==> src/rtl/adc_seq_pkg.sv <==
package adc_seq_pkg;

  typedef enum logic [1:0] {
    ACQ_SHORT = 2'b00,
    ACQ_CAL   = 2'b01,
    ACQ_PDOWN = 2'b10,
    ACQ_LONG  = 2'b11
  } acq_mode_e;

  typedef enum logic [2:0] {
    S_IDLE,
    S_SETUP,
    S_CMD,
    S_WAIT,
    S_READ,
    S_DONE
  } seq_state_e;

  typedef struct packed {
    logic      unipolar;
    logic      intclk;
    acq_mode_e mode;
    logic [2:0] port;
  } cmd_cfg_t;

  localparam int CMD_BITS = 8;

  function automatic logic [7:0] ctl_byte(cmd_cfg_t c);
    return {1'b1, c.unipolar, c.intclk, c.mode, c.port};
  endfunction

endpackage

==> src/rtl/adc_seq_sclk.sv <==
module adc_seq_sclk #(
  parameter int HALF = 4
) (
  input  logic clk_i,
  input  logic rst_ni,
  input  logic en_i,
  output logic sclk_o,
  output logic rise_o,
  output logic fall_o
);
  localparam int CW = (HALF > 1) ? $clog2(HALF) : 1;

  logic [CW-1:0] cnt_q;
  logic          sclk_q;
  logic          tick;

  assign tick   = en_i && (cnt_q == CW'(HALF - 1));
  assign rise_o = tick & ~sclk_q;
  assign fall_o = tick & sclk_q;
  assign sclk_o = sclk_q;

  always_ff @(posedge clk_i or negedge rst_ni) begin
    if (!rst_ni) begin
      cnt_q  <= '0;
      sclk_q <= 1'b0;
    end else if (!en_i) begin
      cnt_q  <= '0;
      sclk_q <= 1'b0;
    end else if (tick) begin
      cnt_q  <= '0;
      sclk_q <= ~sclk_q;
    end else begin
      cnt_q  <= cnt_q + 1'b1;
    end
  end

  // phase only changes on a divider tick
  p_phase_hold_r3: assert property (@(posedge clk_i) disable iff (!rst_ni)
    en_i && !tick |=> $stable(sclk_o));

  p_park_low_r3: assert property (@(posedge clk_i) disable iff (!rst_ni)
    !en_i |=> !sclk_o);

endmodule

==> src/rtl/adc_seq_rx.sv <==
module adc_seq_rx #(
  parameter int RES_W = 16,
  parameter int OUT_W = 32
) (
  input  logic             clk_i,
  input  logic             rst_ni,
  input  logic             shift_i,
  input  logic             bit_i,
  input  logic             load_i,
  input  logic             signed_i,
  output logic [OUT_W-1:0] result_o
);
  logic [RES_W-1:0] sh_q;
  logic [OUT_W-1:0] res_q;
  logic [OUT_W-1:0] ext;

  generate
    if (OUT_W > RES_W) begin : g_ext
      assign ext = {{(OUT_W-RES_W){signed_i & sh_q[RES_W-1]}}, sh_q};

      // fill bits match the range selected
      p_zero_fill_r9: assert property (@(posedge clk_i) disable iff (!rst_ni)
        load_i && !signed_i |=> result_o[OUT_W-1:RES_W] == '0);

      p_sign_fill_r9: assert property (@(posedge clk_i) disable iff (!rst_ni)
        load_i && signed_i |=> (&result_o[OUT_W-1:RES_W-1]) || !(|result_o[OUT_W-1:RES_W-1]));
    end else begin : g_trunc
      assign ext = sh_q[OUT_W-1:0];
    end
  endgenerate

  // shift keeps only the newest RES_W bits, older ones fall off the top
  always_ff @(posedge clk_i or negedge rst_ni) begin
    if (!rst_ni) begin
      sh_q  <= '0;
      res_q <= '0;
    end else begin
      if (shift_i) sh_q  <= {sh_q[RES_W-2:0], bit_i};
      if (load_i)  res_q <= ext;
    end
  end

  assign result_o = res_q;

endmodule

==> src/rtl/adc_cmd_seq.sv <==
module adc_cmd_seq
  import adc_seq_pkg::*;
#(
  parameter int SCLK_HALF  = 4,
  parameter int CS_SETUP   = 4,
  parameter int WAIT_LIMIT = 100000,
  parameter int RES_W      = 16,
  parameter int OUT_W      = 32
) (
  input  logic             clk_i,
  input  logic             rst_ni,
  input  logic             req_valid_i,
  input  logic             req_unipolar_i,
  input  logic             req_intclk_i,
  input  logic [1:0]       req_mode_i,
  input  logic [2:0]       req_port_i,
  output logic             req_ready_o,
  output logic             done_o,
  output logic             res_valid_o,
  output logic             err_o,
  output logic [OUT_W-1:0] result_o,
  output logic             cs_no,
  output logic             sclk_o,
  output logic             din_o,
  input  logic             dout_i,
  input  logic             sstrb_i
);
  localparam int SW       = (CS_SETUP > 1) ? $clog2(CS_SETUP) : 1;
  localparam int TW       = $clog2(WAIT_LIMIT + 1);
  localparam int SHORT_RD = RES_W;
  localparam int LONG_RD  = RES_W + CMD_BITS;
  localparam int BW       = $clog2(LONG_RD + 1);

  seq_state_e    state_q;
  cmd_cfg_t      cfg_q;
  logic [BW-1:0] bit_q;
  logic [SW-1:0] setup_q;
  logic [TW-1:0] wait_q;
  logic          ev_q, err_q, sstrb_q;

  logic          clk_en, rise, fall, ev, exit_ok, timeout, last_rd, is_conv;
  logic [7:0]    cbyte;
  logic [BW-1:0] rd_len;

  assign cbyte   = ctl_byte(cfg_q);
  assign is_conv = (cfg_q.mode == ACQ_SHORT) || (cfg_q.mode == ACQ_LONG);
  assign rd_len  = (cfg_q.mode == ACQ_LONG && !cfg_q.intclk) ? BW'(LONG_RD) : BW'(SHORT_RD);
  assign last_rd = (bit_q == rd_len - 1'b1);
  assign clk_en  = (state_q == S_CMD) || (state_q == S_READ) ||
                   (state_q == S_WAIT && !cfg_q.intclk);
  assign ev      = cfg_q.intclk ? (sstrb_i & ~sstrb_q) : (~sstrb_i & sstrb_q);
  // external-clock waits leave only on a falling tick so SCLK ends low
  assign exit_ok = cfg_q.intclk || fall;
  assign timeout = (wait_q >= TW'(WAIT_LIMIT - 1));

  adc_seq_sclk #(.HALF(SCLK_HALF)) u_sclk (
    .clk_i  (clk_i),
    .rst_ni (rst_ni),
    .en_i   (clk_en),
    .sclk_o (sclk_o),
    .rise_o (rise),
    .fall_o (fall)
  );

  adc_seq_rx #(.RES_W(RES_W), .OUT_W(OUT_W)) u_rx (
    .clk_i    (clk_i),
    .rst_ni   (rst_ni),
    .shift_i  ((state_q == S_READ) && rise),
    .bit_i    (dout_i),
    .load_i   ((state_q == S_READ) && fall && last_rd && is_conv),
    .signed_i (~cfg_q.unipolar),
    .result_o (result_o)
  );

  always_ff @(posedge clk_i or negedge rst_ni) begin
    if (!rst_ni) begin
      state_q <= S_IDLE;
      cfg_q   <= '0;
      bit_q   <= '0;
      setup_q <= '0;
      wait_q  <= '0;
      ev_q    <= 1'b0;
      err_q   <= 1'b0;
      sstrb_q <= 1'b0;
    end else begin
      sstrb_q <= sstrb_i;
      case (state_q)
        S_IDLE: if (req_valid_i) begin
          cfg_q.unipolar <= req_unipolar_i;
          cfg_q.intclk   <= req_intclk_i;
          cfg_q.mode     <= acq_mode_e'(req_mode_i);
          cfg_q.port     <= req_port_i;
          setup_q        <= '0;
          err_q          <= 1'b0;
          state_q        <= S_SETUP;
        end
        S_SETUP: begin
          if (setup_q == SW'(CS_SETUP - 1)) begin
            bit_q   <= '0;
            state_q <= S_CMD;
          end else begin
            setup_q <= setup_q + 1'b1;
          end
        end
        S_CMD: if (fall) begin
          if (bit_q == BW'(CMD_BITS - 1)) begin
            bit_q  <= '0;
            wait_q <= '0;
            ev_q   <= 1'b0;
            if (cfg_q.mode == ACQ_PDOWN)                    state_q <= S_DONE;
            else if (cfg_q.mode == ACQ_CAL || cfg_q.intclk) state_q <= S_WAIT;
            else                                            state_q <= S_READ;
          end else begin
            bit_q <= bit_q + 1'b1;
          end
        end
        S_WAIT: begin
          if (!timeout) wait_q <= wait_q + 1'b1;
          if (ev)       ev_q   <= 1'b1;
          if ((ev_q || ev) && exit_ok) begin
            state_q <= (cfg_q.mode == ACQ_CAL) ? S_DONE : S_READ;
          end else if (timeout && exit_ok) begin
            err_q   <= 1'b1;
            state_q <= S_DONE;
          end
        end
        S_READ: if (fall) begin
          if (last_rd) state_q <= S_DONE;
          else         bit_q   <= bit_q + 1'b1;
        end
        S_DONE:  state_q <= S_IDLE;
        default: state_q <= S_IDLE;
      endcase
    end
  end

  assign din_o       = (state_q == S_CMD) && cbyte[3'd7 - bit_q[2:0]];
  assign req_ready_o = (state_q == S_IDLE);
  assign done_o      = (state_q == S_DONE);
  assign res_valid_o = done_o && !err_q && is_conv;
  assign err_o       = done_o && err_q;
  assign cs_no       = (state_q == S_IDLE) || (state_q == S_DONE);

  p_sclk_idle_r12: assert property (@(posedge clk_i) disable iff (!rst_ni)
    cs_no |-> !sclk_o);

  p_din_hold_r2: assert property (@(posedge clk_i) disable iff (!rst_ni)
    $rose(sclk_o) |-> $stable(din_o));

  p_accept_r10: assert property (@(posedge clk_i) disable iff (!rst_ni)
    req_ready_o && req_valid_i |=> !req_ready_o && !cs_no);

  p_done_ret_r10: assert property (@(posedge clk_i) disable iff (!rst_ni)
    done_o |=> req_ready_o);

  p_err_excl_r11: assert property (@(posedge clk_i) disable iff (!rst_ni)
    err_o |-> done_o && !res_valid_o);

  p_wait_quiet_r6: assert property (@(posedge clk_i) disable iff (!rst_ni)
    (state_q == S_WAIT) && cfg_q.intclk |-> !sclk_o);

endmodule

==> config.mk <==
export PLATFORM = sky130hd
export DESIGN_NAME = adc_cmd_seq
export DESIGN_NICKNAME = d
export VERILOG_FILES = /design/src/rtl/adc_seq_pkg.sv /design/src/rtl/adc_seq_sclk.sv /design/src/rtl/adc_seq_rx.sv /design/src/rtl/adc_cmd_seq.sv
export SDC_FILE = /design/constraint.sdc
export NUM_CORES = 1
export LEC_CHECK = 0
export BUFFER_PORTS_ARGS = -buffer_cell sky130_fd_sc_hd__buf_2
export CAP_MARGIN = 20
export CORE_MARGIN = 5
export CORE_UTILIZATION = 50
export CTS_CLUSTER_SIZE = 24
export DETAILED_ROUTE_END_ITERATION = 6
export PLACE_DENSITY = 0.67
export SLEW_MARGIN = 10
export SYNTH_ARGS = -nofsm -noshare
export SYNTH_HDL_FRONTEND = slang
export SYNTH_HIERARCHICAL = 1
export SYNTH_SLANG_ARGS = --single-unit
==> constraint.sdc <==
create_clock -name clk_i -period 3 [get_ports clk_i]
set_input_delay 0.45 -clock clk_i [delete_from_list [all_inputs] [get_ports clk_i]]
set_output_delay 0.45 -clock clk_i [all_outputs]
set_load 0.05 [all_outputs]
==> impl_metrics.env <==
export IMPL_status="finished, final reports clean"
export IMPL_crit_path_end_kind="primary output"
export IMPL_crit_slowest_cell="dfrtp_1"
export IMPL_postCtsSetupBuffers=0
export IMPL_fill_cells=660
export IMPL_syn_inst=354
export IMPL_switching_power_mw=1.08
export IMPL_ys_seq_elements=73
export IMPL_grt_pass1_vias=2702
export IMPL_wire_per_inst_um=14.4
export IMPL_seqPwrFrac_pct=40.4
export IMPL_crit_family="buffers and inverters"
export IMPL_synth_edff_count=0
export IMPL_cts_tree="built"
export IMPL_utilization_pct=58.0
export IMPL_viasPerCell=5.44
export IMPL_stdcell_count=497
export IMPL_final_cell_mix="dfrtp_1 (73), buf_2 (50), o21ai_0 (27)"
export IMPL_cts_max_level=3
export IMPL_combPwrFrac_pct=31.4
export IMPL_io_pins=51
export IMPL_critPathKind="reg -> out"
export IMPL_final_common_cell="dfrtp_1"
export IMPL_post_cts_resized=0
export IMPL_synth_warning_count=6
export IMPL_drc=0
export IMPL_clock_skew_final_ns=0.00827
export IMPL_power_density_nw_per_um2=707
export IMPL_setup_viol=0
export IMPL_cts_buffers=9
export IMPL_yosysSeqAreaShare_pct=47.8
export IMPL_yosys_area_top_type_share_pct=47.8
export IMPL_fmax_mhz=394
export IMPL_die_height_um=97.5
export IMPL_worst_pin_slew_ns=0.750
export IMPL_clock_root_buffer="clkbuf_8"
export IMPL_die_area_um2=9500
export IMPL_drt_total_wl_mm=7.15
export IMPL_via_count=2705
export IMPL_hp_class="in -> async"
export IMPL_overflow=0
export IMPL_max_cap_viol_count=0
export IMPL_cts_clk_slew_worst_paths_ns=0.08
export IMPL_synth_distinct_cells=52
export IMPL_cp_arrival_ns=2.09
export IMPL_async_reset_ff_share_pct=100
export IMPL_rsz0062_at_grt="false"
export IMPL_synth_area_um2=3820
export IMPL_internal_power_mw=1.93
export IMPL_fin_crit_sh_pct=84.7
export IMPL_critical_path_required_ns=2.55
export IMPL_design_power_total_mw=3.01
export IMPL_fin_crit_ns=2.54
export IMPL_diodes=0
export IMPL_die_x_um=97.5
export IMPL_avgSynthCellArea_um2=10.8
export IMPL_crit_buf_inv=3
export IMPL_slew_headroom_pct=50.0
export IMPL_cts_sinks=73
export IMPL_synth_area_leader_cell="dfrtp_1"
export IMPL_hold_viol=0
export IMPL_dpl_instance_area_um2=4040
export IMPL_grt_pass1_wl_mm=12.7
export IMPL_ys_flop_type="dfrtp_1"
export IMPL_syn2layout_area_growth_pct=11.3
export IMPL_synth_nets=373
export IMPL_antenna_found_initial=0
export IMPL_rows=31
export IMPL_power_leakage_nw=2.04
export IMPL_grt_max_degree=32
export IMPL_synthTopCellsByArea="dfrtp_1 (48%), mux2_4 (7.1%), mux2_2 (6.5%)"
export IMPL_clockBufferDepth=2
export IMPL_dp_worst_setup_slack_ns=0.564
export IMPL_fin_area_um2=4260
export IMPL_slew_violations=0
export IMPL_clk_latency_ns=0.34
export IMPL_multiInputGateArea_um2=1720
export IMPL_drt_initial_drc_count=87
export IMPL_final_antenna_net_count=0
export IMPL_layout_drive_gt1_share_pct=30.9
export IMPL_whs_ns=0.127
export IMPL_fin_tns_setup_ns=0
export IMPL_dp_hpwl_mm=5.14
export IMPL_cts_hold_buf=0
export IMPL_place_port_buffers=50
export IMPL_vdd_drop_max_v=0.000589
export IMPL_core_um2=7330
export IMPL_max_stage_delay_ns=0.51
export IMPL_drt_pass1_iter_count=5
export IMPL_startpoint_type="flop"
export IMPL_ff_latch_area_um2=1830
export IMPL_num_nets_final=412
export IMPL_initial_core_util_pct=52.2
export IMPL_crit_chain="buf_4, inv_1, nor2_1, nand2_1, nor3b_1, buf_2"
export IMPL_swShare_pct=35.9
export IMPL_fin_ws_ns=0.459
export IMPL_dp_cells=481
export IMPL_cp_max_fo=10
export IMPL_clockPowerShare_pct=28.2
export IMPL_grt_usage_pct=16.2
export IMPL_globalplace_congestion=0.851
[worst reg2reg max path, delay by kind of cell (launching register included)]
kind	cells	cell delay (ns)
compound gates	3	0.48
flops	1	0.40
simple gates	6	1.46
[power by group through the flow]
stage / Clock, mW / Combinational (mW) / Sequential [mW]
floorplan: 0 / 0.748 / 1.20
global placement: 0 / 0.929 / 1.23
detailed placement: 0 / 0.947 / 1.24
CTS: 0.875 / 0.950 / 1.22
global route: 0.913 / 1.07 / 1.24
finish: 0.847 / 0.945 / 1.22
[per-layer routing]
metal | global-route usage (%) | part of all wire [%]
met1 | 21.6 | 46
met2 | 26.0 | 47
met3 | 3.37 | 5.6
met4 | 5.96 | 1.3
met5 | 0 | 0
[path summary, 6_finish.rpt]
kind / from / endpoint / slack [ns] / depth (start not counted)
setup / recovery: state_q[0]$_DFFE_PN0P_ / res_valid_o / 0.46 / 6
hold / removal: rst_ni / u_rx/result_o[15]$_DFFE_PN0P_ / 0.13 / 1
setup reg to reg: state_q[2]$_DFFE_PN0P_ / wait_q[8]$_DFFE_PN0P_ / 0.57 / 9
hold reg to reg: u_sclk/cnt_q[0]$_DFF_PN0_ / u_sclk/cnt_q[0]$_DFF_PN0_ / 0.45 / 1
max in group asynchronous: rst_ni / wait_q[0]$_DFFE_PN0P_ / 2.13 / 2
min in group clk_i: sstrb_i / sstrb_q$_DFF_PN0_ / 0.23 / 1
[cell type report]
| class | count | area share [%] |
|---|---|---|
| repair buffers | 59 | 7.47 |
| well taps | 99 | 2.91 |
| clock inverters | 6 | 2.15 |
| multi-input cells | 237 | 40.4 |
| inverters | 13 | 1.15 |
| flip-flops and latches | 73 | 42.9 |
| clock buffers | 10 | 3.00 |
[Yosys cell counts (3+ instances only)]
library cell / count
dfrtp_1: 73
o21ai_0: 27
nand2_1: 24
mux2_2: 22
nor2_1: 20
a21oi_1: 19
mux2_4: 18
nand3_1: 18
buf_4: 15
inv_1: 13
or3_1: 12
clkbuf_1: 8
ha_1: 7
nand2b_1: 6
nor3_1: 6
nor2b_1: 5
nor4_1: 4
a22o_1: 3
buf_2: 3
buf_6: 3
mux2i_1: 3
nand4_1: 3
nor3b_1: 3
xor2_1: 3
[cell families (layout without fill, tap and decap cells)]
| family | count (synthesis) | count (layout) | synth area share [%] |
|---|---|---|---|
| xor gates and xnor gates | 3 | 3 | 0.687 |
| muxes | 44 | 44 | 14.9 |
| and+or+nand+nor | 112 | 112 | 15.3 |
| buffers and inverters | 44 | 88 | 7.33 |
| DFF | 73 | 73 | 47.8 |
| AOI/OAI and AO/OA | 71 | 71 | 11.6 |
| adders and majority gates | 7 | 7 | 2.29 |
[registers in the layout (all words and copies together) (netlist names)]
signal / cells
bit_q: 5
cbyte: 7
err_q: 1
ev_q: 1
setup_q: 2
sstrb_q: 1
state_q: 3
u_rx/result_o: 17
u_rx/sh_q: 16
u_sclk/cnt_q: 2
u_sclk/sclk_o: 1
wait_q: 17
(Power assumes the default switching activity.)
